### src/rtl/sdrd_pkg.sv
package sdrd_pkg;

    typedef enum logic [2:0] {
        ST_IDLE,
        ST_HUNT,
        ST_PAYLOAD,
        ST_CRC_HI,
        ST_CRC_LO,
        ST_FINISH
    } rd_state_e;

    localparam logic [7:0]  START_TOKEN = 8'hFE;
    localparam logic [7:0]  FILL_BYTE   = 8'hFF;
    localparam logic [15:0] CRC_POLY    = 16'h1021;

    // Folds one byte, MSB first, into a CRC16 with polynomial CRC_POLY.
    function automatic logic [15:0] crc_next(input logic [15:0] c, input logic [7:0] d);
        logic [15:0] r;
        logic        fb;
        r = c;
        for (int i = 7; i >= 0; i--) begin
            fb = r[15] ^ d[i];
            r  = {r[14:0], 1'b0} ^ (fb ? CRC_POLY : 16'h0000);
        end
        return r;
    endfunction

endpackage

### src/rtl/sdrd_crc16.sv
module sdrd_crc16
    import sdrd_pkg::*;
(
    input  logic        clk,
    input  logic        rst_n,
    input  logic        clr,
    input  logic        upd,
    input  logic [7:0]  din,
    output logic [15:0] crc_o
);

    logic [15:0] crc_q;

    always_ff @(posedge clk or negedge rst_n) begin
        if (!rst_n) begin
            crc_q <= 16'h0000;
        end else if (clr) begin
            crc_q <= 16'h0000;
        end else if (upd) begin
            crc_q <= crc_next(crc_q, din);
        end
    end

    assign crc_o = crc_q;

endmodule

### src/rtl/sdrd_cnt.sv
module sdrd_cnt #(
    parameter int W = 8
) (
    input  logic         clk,
    input  logic         rst_n,
    input  logic         clr,
    input  logic         inc,
    output logic [W-1:0] cnt_o
);

    logic [W-1:0] cnt_q;

    always_ff @(posedge clk or negedge rst_n) begin
        if (!rst_n) begin
            cnt_q <= '0;
        end else if (clr) begin
            cnt_q <= '0;
        end else if (inc) begin
            cnt_q <= cnt_q + 1'b1;
        end
    end

    assign cnt_o = cnt_q;

endmodule

### src/rtl/sdrd_block_reader.sv
module sdrd_block_reader
    import sdrd_pkg::*;
#(
    parameter int CNT_W       = 16,
    parameter int SIZE_W      = 12,
    parameter int TOKEN_LIMIT = 3000000
) (
    input  logic              clk,
    input  logic              rst_n,
    input  logic              start,
    input  logic [CNT_W-1:0]  blk_count,
    input  logic [SIZE_W-1:0] blk_size,
    input  logic              crc_check_en,
    output logic              byte_req,
    output logic [7:0]        byte_tx,
    input  logic              byte_ack,
    input  logic [7:0]        byte_rx,
    output logic              rd_valid,
    output logic [7:0]        rd_data,
    output logic              busy,
    output logic              done,
    output logic              crc_err,
    output logic              tmo_err
);

    localparam int              HUNT_W   = $clog2(TOKEN_LIMIT + 1);
    localparam logic [HUNT_W-1:0] HUNT_MAX = HUNT_W'(TOKEN_LIMIT - 1);

    rd_state_e         state_q, state_d;
    logic              pending_q;
    logic [CNT_W-1:0]  blocks_left_q;
    logic [SIZE_W-1:0] size_q;
    logic              crcen_q;
    logic [7:0]        crc_hi_q;
    logic              crc_err_q, tmo_err_q;
    logic              rd_valid_q;
    logic [7:0]        rd_data_q;

    logic [HUNT_W-1:0] hunt_cnt;
    logic [SIZE_W-1:0] pay_cnt;
    logic [15:0]       crc_val;

    logic accept, is_token, hunt_last, pay_last, crc_bad, last_block, req_int;

    assign accept     = pending_q && byte_ack;
    assign is_token   = (byte_rx == START_TOKEN);
    assign hunt_last  = (hunt_cnt == HUNT_MAX);
    assign pay_last   = (pay_cnt == size_q - 1'b1);
    assign crc_bad    = crcen_q && ({crc_hi_q, byte_rx} != crc_val);
    assign last_block = (blocks_left_q == {{(CNT_W-1){1'b0}}, 1'b1});

    sdrd_cnt #(.W(HUNT_W)) u_hunt_cnt (
        .clk   (clk),
        .rst_n (rst_n),
        .clr   (state_q != ST_HUNT),
        .inc   (accept && (state_q == ST_HUNT) && !is_token),
        .cnt_o (hunt_cnt)
    );

    sdrd_cnt #(.W(SIZE_W)) u_pay_cnt (
        .clk   (clk),
        .rst_n (rst_n),
        .clr   (state_q != ST_PAYLOAD),
        .inc   (accept && (state_q == ST_PAYLOAD)),
        .cnt_o (pay_cnt)
    );

    sdrd_crc16 u_crc (
        .clk   (clk),
        .rst_n (rst_n),
        .clr   (state_q == ST_HUNT),
        .upd   (accept && (state_q == ST_PAYLOAD)),
        .din   (byte_rx),
        .crc_o (crc_val)
    );

    // Next-state selection
    always_comb begin
        state_d = state_q;
        unique case (state_q)
            ST_IDLE: begin
                if (start) begin
                    state_d = (blk_count == '0) ? ST_FINISH : ST_HUNT;
                end
            end
            ST_HUNT: begin
                if (accept) begin
                    if (is_token)       state_d = ST_PAYLOAD;
                    else if (hunt_last) state_d = ST_FINISH;
                end
            end
            ST_PAYLOAD: begin
                if (accept && pay_last) state_d = ST_CRC_HI;
            end
            ST_CRC_HI: begin
                if (accept) state_d = ST_CRC_LO;
            end
            ST_CRC_LO: begin
                if (accept) begin
                    if (crc_bad || last_block) state_d = ST_FINISH;
                    else                       state_d = ST_HUNT;
                end
            end
            ST_FINISH: state_d = ST_IDLE;
            default:   state_d = ST_IDLE;
        endcase
    end

    // State register and per-read datapath
    always_ff @(posedge clk or negedge rst_n) begin
        if (!rst_n) begin
            state_q       <= ST_IDLE;
            pending_q     <= 1'b0;
            blocks_left_q <= '0;
            size_q        <= '0;
            crcen_q       <= 1'b0;
            crc_hi_q      <= 8'h00;
            crc_err_q     <= 1'b0;
            tmo_err_q     <= 1'b0;
            rd_valid_q    <= 1'b0;
            rd_data_q     <= 8'h00;
        end else begin
            state_q    <= state_d;
            rd_valid_q <= accept && (state_q == ST_PAYLOAD);
            if (req_int)     pending_q <= 1'b1;
            else if (accept) pending_q <= 1'b0;
            if (accept && (state_q == ST_PAYLOAD)) rd_data_q <= byte_rx;
            if (accept && (state_q == ST_CRC_HI))  crc_hi_q  <= byte_rx;
            unique case (state_q)
                ST_IDLE: begin
                    if (start) begin
                        blocks_left_q <= blk_count;
                        size_q        <= blk_size;
                        crcen_q       <= crc_check_en;
                        crc_err_q     <= 1'b0;
                        tmo_err_q     <= 1'b0;
                    end
                end
                ST_HUNT: begin
                    if (accept && !is_token && hunt_last) tmo_err_q <= 1'b1;
                end
                ST_CRC_LO: begin
                    if (accept) begin
                        blocks_left_q <= blocks_left_q - 1'b1;
                        if (crc_bad) crc_err_q <= 1'b1;
                    end
                end
                default: ;
            endcase
        end
    end

    // Outputs
    always_comb begin
        req_int = 1'b0;
        unique case (state_q)
            ST_HUNT, ST_PAYLOAD, ST_CRC_HI, ST_CRC_LO: req_int = !pending_q;
            default:                                   req_int = 1'b0;
        endcase
        byte_req = req_int;
        byte_tx  = FILL_BYTE;
        busy     = (state_q != ST_IDLE) && (state_q != ST_FINISH);
        done     = (state_q == ST_FINISH);
        crc_err  = crc_err_q;
        tmo_err  = tmo_err_q;
        rd_valid = rd_valid_q;
        rd_data  = rd_data_q;
    end

    // a request is never followed by another in the next cycle
    a_r2_one_outstanding: assert property (@(posedge clk) disable iff (!rst_n)
        byte_req |=> !byte_req);

    // done lasts a single cycle
    a_r8_done_pulse: assert property (@(posedge clk) disable iff (!rst_n)
        done |=> !done);

    // at most one error cause is reported
    a_r4_flags_exclusive: assert property (@(posedge clk) disable iff (!rst_n)
        !(crc_err && tmo_err));

    // a payload strobe always follows an acknowledge
    a_r5_valid_after_ack: assert property (@(posedge clk) disable iff (!rst_n)
        rd_valid |-> $past(byte_ack));

    // zero count finishes immediately
    a_r9_zero_count: assert property (@(posedge clk) disable iff (!rst_n)
        (start && !busy && !done && (blk_count == '0)) |=> (done && !byte_req));

    // accepted start with blocks to read raises busy
    a_r11_busy_after_start: assert property (@(posedge clk) disable iff (!rst_n)
        (start && !busy && !done && (blk_count != '0)) |=> busy);

    // no requests once finished
    a_r4_quiet_at_done: assert property (@(posedge clk) disable iff (!rst_n)
        done |-> !byte_req);

endmodule

### config.mk
export PLATFORM = sky130hd
export DESIGN_NAME = sdrd_block_reader
export DESIGN_NICKNAME = d
export VERILOG_FILES = /design/src/rtl/sdrd_pkg.sv /design/src/rtl/sdrd_crc16.sv /design/src/rtl/sdrd_cnt.sv /design/src/rtl/sdrd_block_reader.sv
export SDC_FILE = /design/constraint.sdc
export NUM_CORES = 1
export LEC_CHECK = 0
export BUFFER_PORTS_ARGS = -buffer_cell sky130_fd_sc_hd__buf_2
export CORE_MARGIN = 1.5
export CORE_UTILIZATION = 40
export DETAILED_ROUTE_END_ITERATION = 6
export PLACE_DENSITY_LB_ADDON = 0.12
export SLEW_MARGIN = 10
export SYNTH_ARGS = -nofsm -noshare
export SYNTH_HDL_FRONTEND = slang
export SYNTH_SLANG_ARGS = --single-unit
### constraint.sdc
create_clock -name clk -period 2.2 [get_ports clk]
set_input_delay 0.33 -clock clk [delete_from_list [all_inputs] [get_ports clk]]
set_output_delay 0.33 -clock clk [all_outputs]
set_load 0.02 [all_outputs]
==> impl_metrics.yaml <==
run_status:
  outcome: "finished clean"
pwr:
  leakagePower_nw: 2.96
  power_density_nw_per_um2: 962
  ir_drop_mv: 0.447
  power_w: 0.00623
global_route:
  first_global_vias: 4406
  grt_pass1_wl_um: 21900
  globalRouteOverflowTotal: 0
  met2_usage_pct: 29.0
  antenna_found_initial: 0
  grt_most_used_layer: "met2"
  grtUsageMet3_pct: 4.54
  grt_max_degree: 63
  grt_usage_pct: 18.6
  grtUsageMet1_pct: 25.1
synthesis:
  ys_async_sr_fraction_pct: 100
  synthesis.instances: 610
  avgSynthCellArea_um2: 9.30
  synth-main-ff-cell: "dfrtp_1"
  ys_seq_elements: 102
  synth_edf_count: 0
  yosysTopAreaCell: "dfrtp_1"
  synth_cell_types: 59
  synth.area.top_cells: "dfrtp_1, xor2_1, xnor2_1"
  netlist.area_leader.share_pct: 45.0
  seq_area_frac_synth_pct: 45.0
  syn-cell-area_um2: 5670
  yosys_warnings: 0
critical_path:
  r2r-start: "blocks_left_q[0]$_DFFE_PN0P_"
  cp-end-kind: "flip-flop"
  cpPeakStageDelay_ns: 0.43
  start_kind: "flip-flop"
  critical-path-top-delay-family: "simple AND/OR/NAND/NOR gates"
  worstPathCellList: "inv_1 -> ha_1 -> or3b_4 -> nor3_4 -> and2_1 -> a21oi_1 -> o21ai_0 -> o21ai_0"
  cpMostUsedCell: "o21ai_0"
  crit_arrival_ns: 2.25
  crit_buf_inv: 1
  cp.required_ns: 2.44
  worst_path_max_delay_cell: "dfrtp_1"
  path_class: "flip-flop to flip-flop"
  crit_fanout: 6
  startpoint: "blocks_left_q[0]$_DFFE_PN0P_"
die:
  io_pins: 63
  rows: 43
  die_area_um2: 14900
  die_h_um: 122
  start_util_pct: 40.9
  core_area_um2: 13900
  die_x_um: 122
drt:
  drtPass1Iterations: 4
  via_per_inst: 5.25
  drtIter0Drc: 225
  drtAntennaViolNets: 0
  via_count: 4459
  drc: 0
  drt-total-wl_um: 12500
  wl_per_cell_um: 14.7
clocking:
  clk_latency_ns: 0.36
  cts_buffers: 9
  cts-htree-levels: 3
  cts_tree: "yes"
  clock_path_buffers: 2
  clk_pin_slew_ns: 0.07
  cts.sinks: 102
  cts_root_buf: "clkbuf_16"
place:
  place_hpwl_um: 8800
  gp_congestion: 0.840
  dp_slack_ns: 0.149
  numPortBuffers: 54
  placed_cells: 833
final_layout:
  final_common_cell: "dfrtp_1"
  fin_cells: 850
  n_antenna_cell: 0
  num-nets-final: 711
  drive_above_1_share_pct: 17.6
  layout_common_cells: "dfrtp_1, nand2_1, buf_2"
  post-route-util_pct: 46.6
  area_delta_synth_final_pct: 14.1
timing:
  final.setup.tns_ns: 0
  setup_violations: 0
  finalHoldViolations: 0
  rsz0062_at_grt: "false"
  max_slew.worst_pin.slew_ns: 0.528
  slew_headroom_pct: 64.6
  finalClockSkew_ns: 0.00706
  setup_slack_ns: 0.185
  max_freq_mhz: 496
  finalCritPeriodShare_pct: 91.6
  finalCriticalPeriod_ns: 2.01
  slew_viol_final: 0
worst_hold_path:
  hold_start: "blk_size[1]"
  hp-class: "primary input to flip-flop"
job:
  max_cap_violations: 0
==> final timing paths <==
kind | end | slack [ns] | cells after the start
setup / recovery | blocks_left_q[14]$_DFFE_PN0P_ | 0.19 | 8
hold / removal | size_q[1]$_DFFE_PN0P_ | 0.18 | 3
setup reg to reg | blocks_left_q[14]$_DFFE_PN0P_ | 0.19 | 8
hold reg to reg | rd_data[2]$_DFFE_PN0P_ | 0.48 | 2
max in group asynchronous | state_q[0]$_DFFE_PN0P_ | 1.19 | 3
min in group asynchronous | u_hunt_cnt.cnt_o[21]$_DFFE_PN0P_ | 0.36 | 2
==> cell families after synthesis <==
kind of cell | Yosys count | share of synthesized area, %
and+or+nand+nor | 248 | 21.9
DFF | 102 | 45.0
AOI/OAI and AO/OA | 101 | 10.7
xor gates and xnor gates | 83 | 12.8
buffers and inverters | 48 | 4.12
muxes | 22 | 4.30
adders and majority gates | 5 | 1.10
other | 1 | 0.0661
==> routing by layer <==
metal,routed length [µm],part of all wire (%)
met1,6140,49
met4,232,1.9
met3,434,3.5
met5,0,0
met2,5730,46
==> where the power goes <==
part | internal, W | switching [W]
Clock | 0.000920 | 0.000747
Sequential | 0.00219 | 0.000402
Combinational | 0.000837 | 0.00113
==> layout make-up <==
class | count | area (µm²)
clock buffer | 10 | 239
clock inverter | 6 | 68.8
fill | 1349 | 7410
inverter | 14 | 52.6
multi-input combinational | 467 | 2920
sequential | 102 | 2550
tap | 180 | 225
timing repair buffer | 71 | 415
==> worst reg2reg max path, stage by stage, from the launching register on <==
cell	delay, ns
dfrtp_1	0.43
inv_1	0.08
ha_1	0.19
or3b_4	0.42
nor3_4	0.19
and2_1	0.27
a21oi_1	0.10
o21ai_0	0.13
o21ai_0	0.09
==> registers in the layout, indices dropped and copies added (netlist names) <==
signal            flops
size_q               12
u_pay_cnt.cnt_o      12
blocks_left_q        16
tmo_err               1
rd_valid              1
state_q               3
u_hunt_cnt.cnt_o     22
rd_data               8
u_crc.crc_o          16
crcen_q               1
crc_hi_q              8
crc_err               1
pending_q             1
==> Yosys cell counts, types with 3 or more instances <==
| master | instances |
|---|---|
| a21o_1 | 3 |
| a21oi_1 | 27 |
| a22oi_1 | 7 |
| a31oi_1 | 3 |
| and3_1 | 7 |
| and4_1 | 3 |
| buf_2 | 7 |
| buf_4 | 10 |
| clkbuf_1 | 15 |
| dfrtp_1 | 102 |
| ha_1 | 5 |
| inv_1 | 13 |
| mux2_2 | 19 |
| mux2i_1 | 3 |
| nand2_1 | 76 |
| nand2b_1 | 6 |
| nand3_1 | 33 |
| nand4_1 | 13 |
| nor2_1 | 51 |
| nor2b_1 | 5 |
| nor3_1 | 13 |
| nor4_1 | 16 |
| o21a_1 | 3 |
| o21ai_0 | 42 |
| or3_1 | 6 |
| xnor2_1 | 33 |
| xor2_1 | 50 |
==> stage by stage <==
step | hold WS, ns | cell area, µm²
after detailed placement | 0.180 | 6150
after global routing | 0.193 | 6470
after global placement | 0.181 | 6150
after CTS | 0.171 | 6470
after floorplan | 0.0344 | 5700
final | 0.175 | 6470
==> timing repair <==
item,CTS,global route
buffers inserted,0,0
endpoints found under the hold margin,9,0
endpoints found under the setup margin,0,4
gates resized for setup,0,3
hold buffers,1,0
Power figures use the tool's default switching activity.
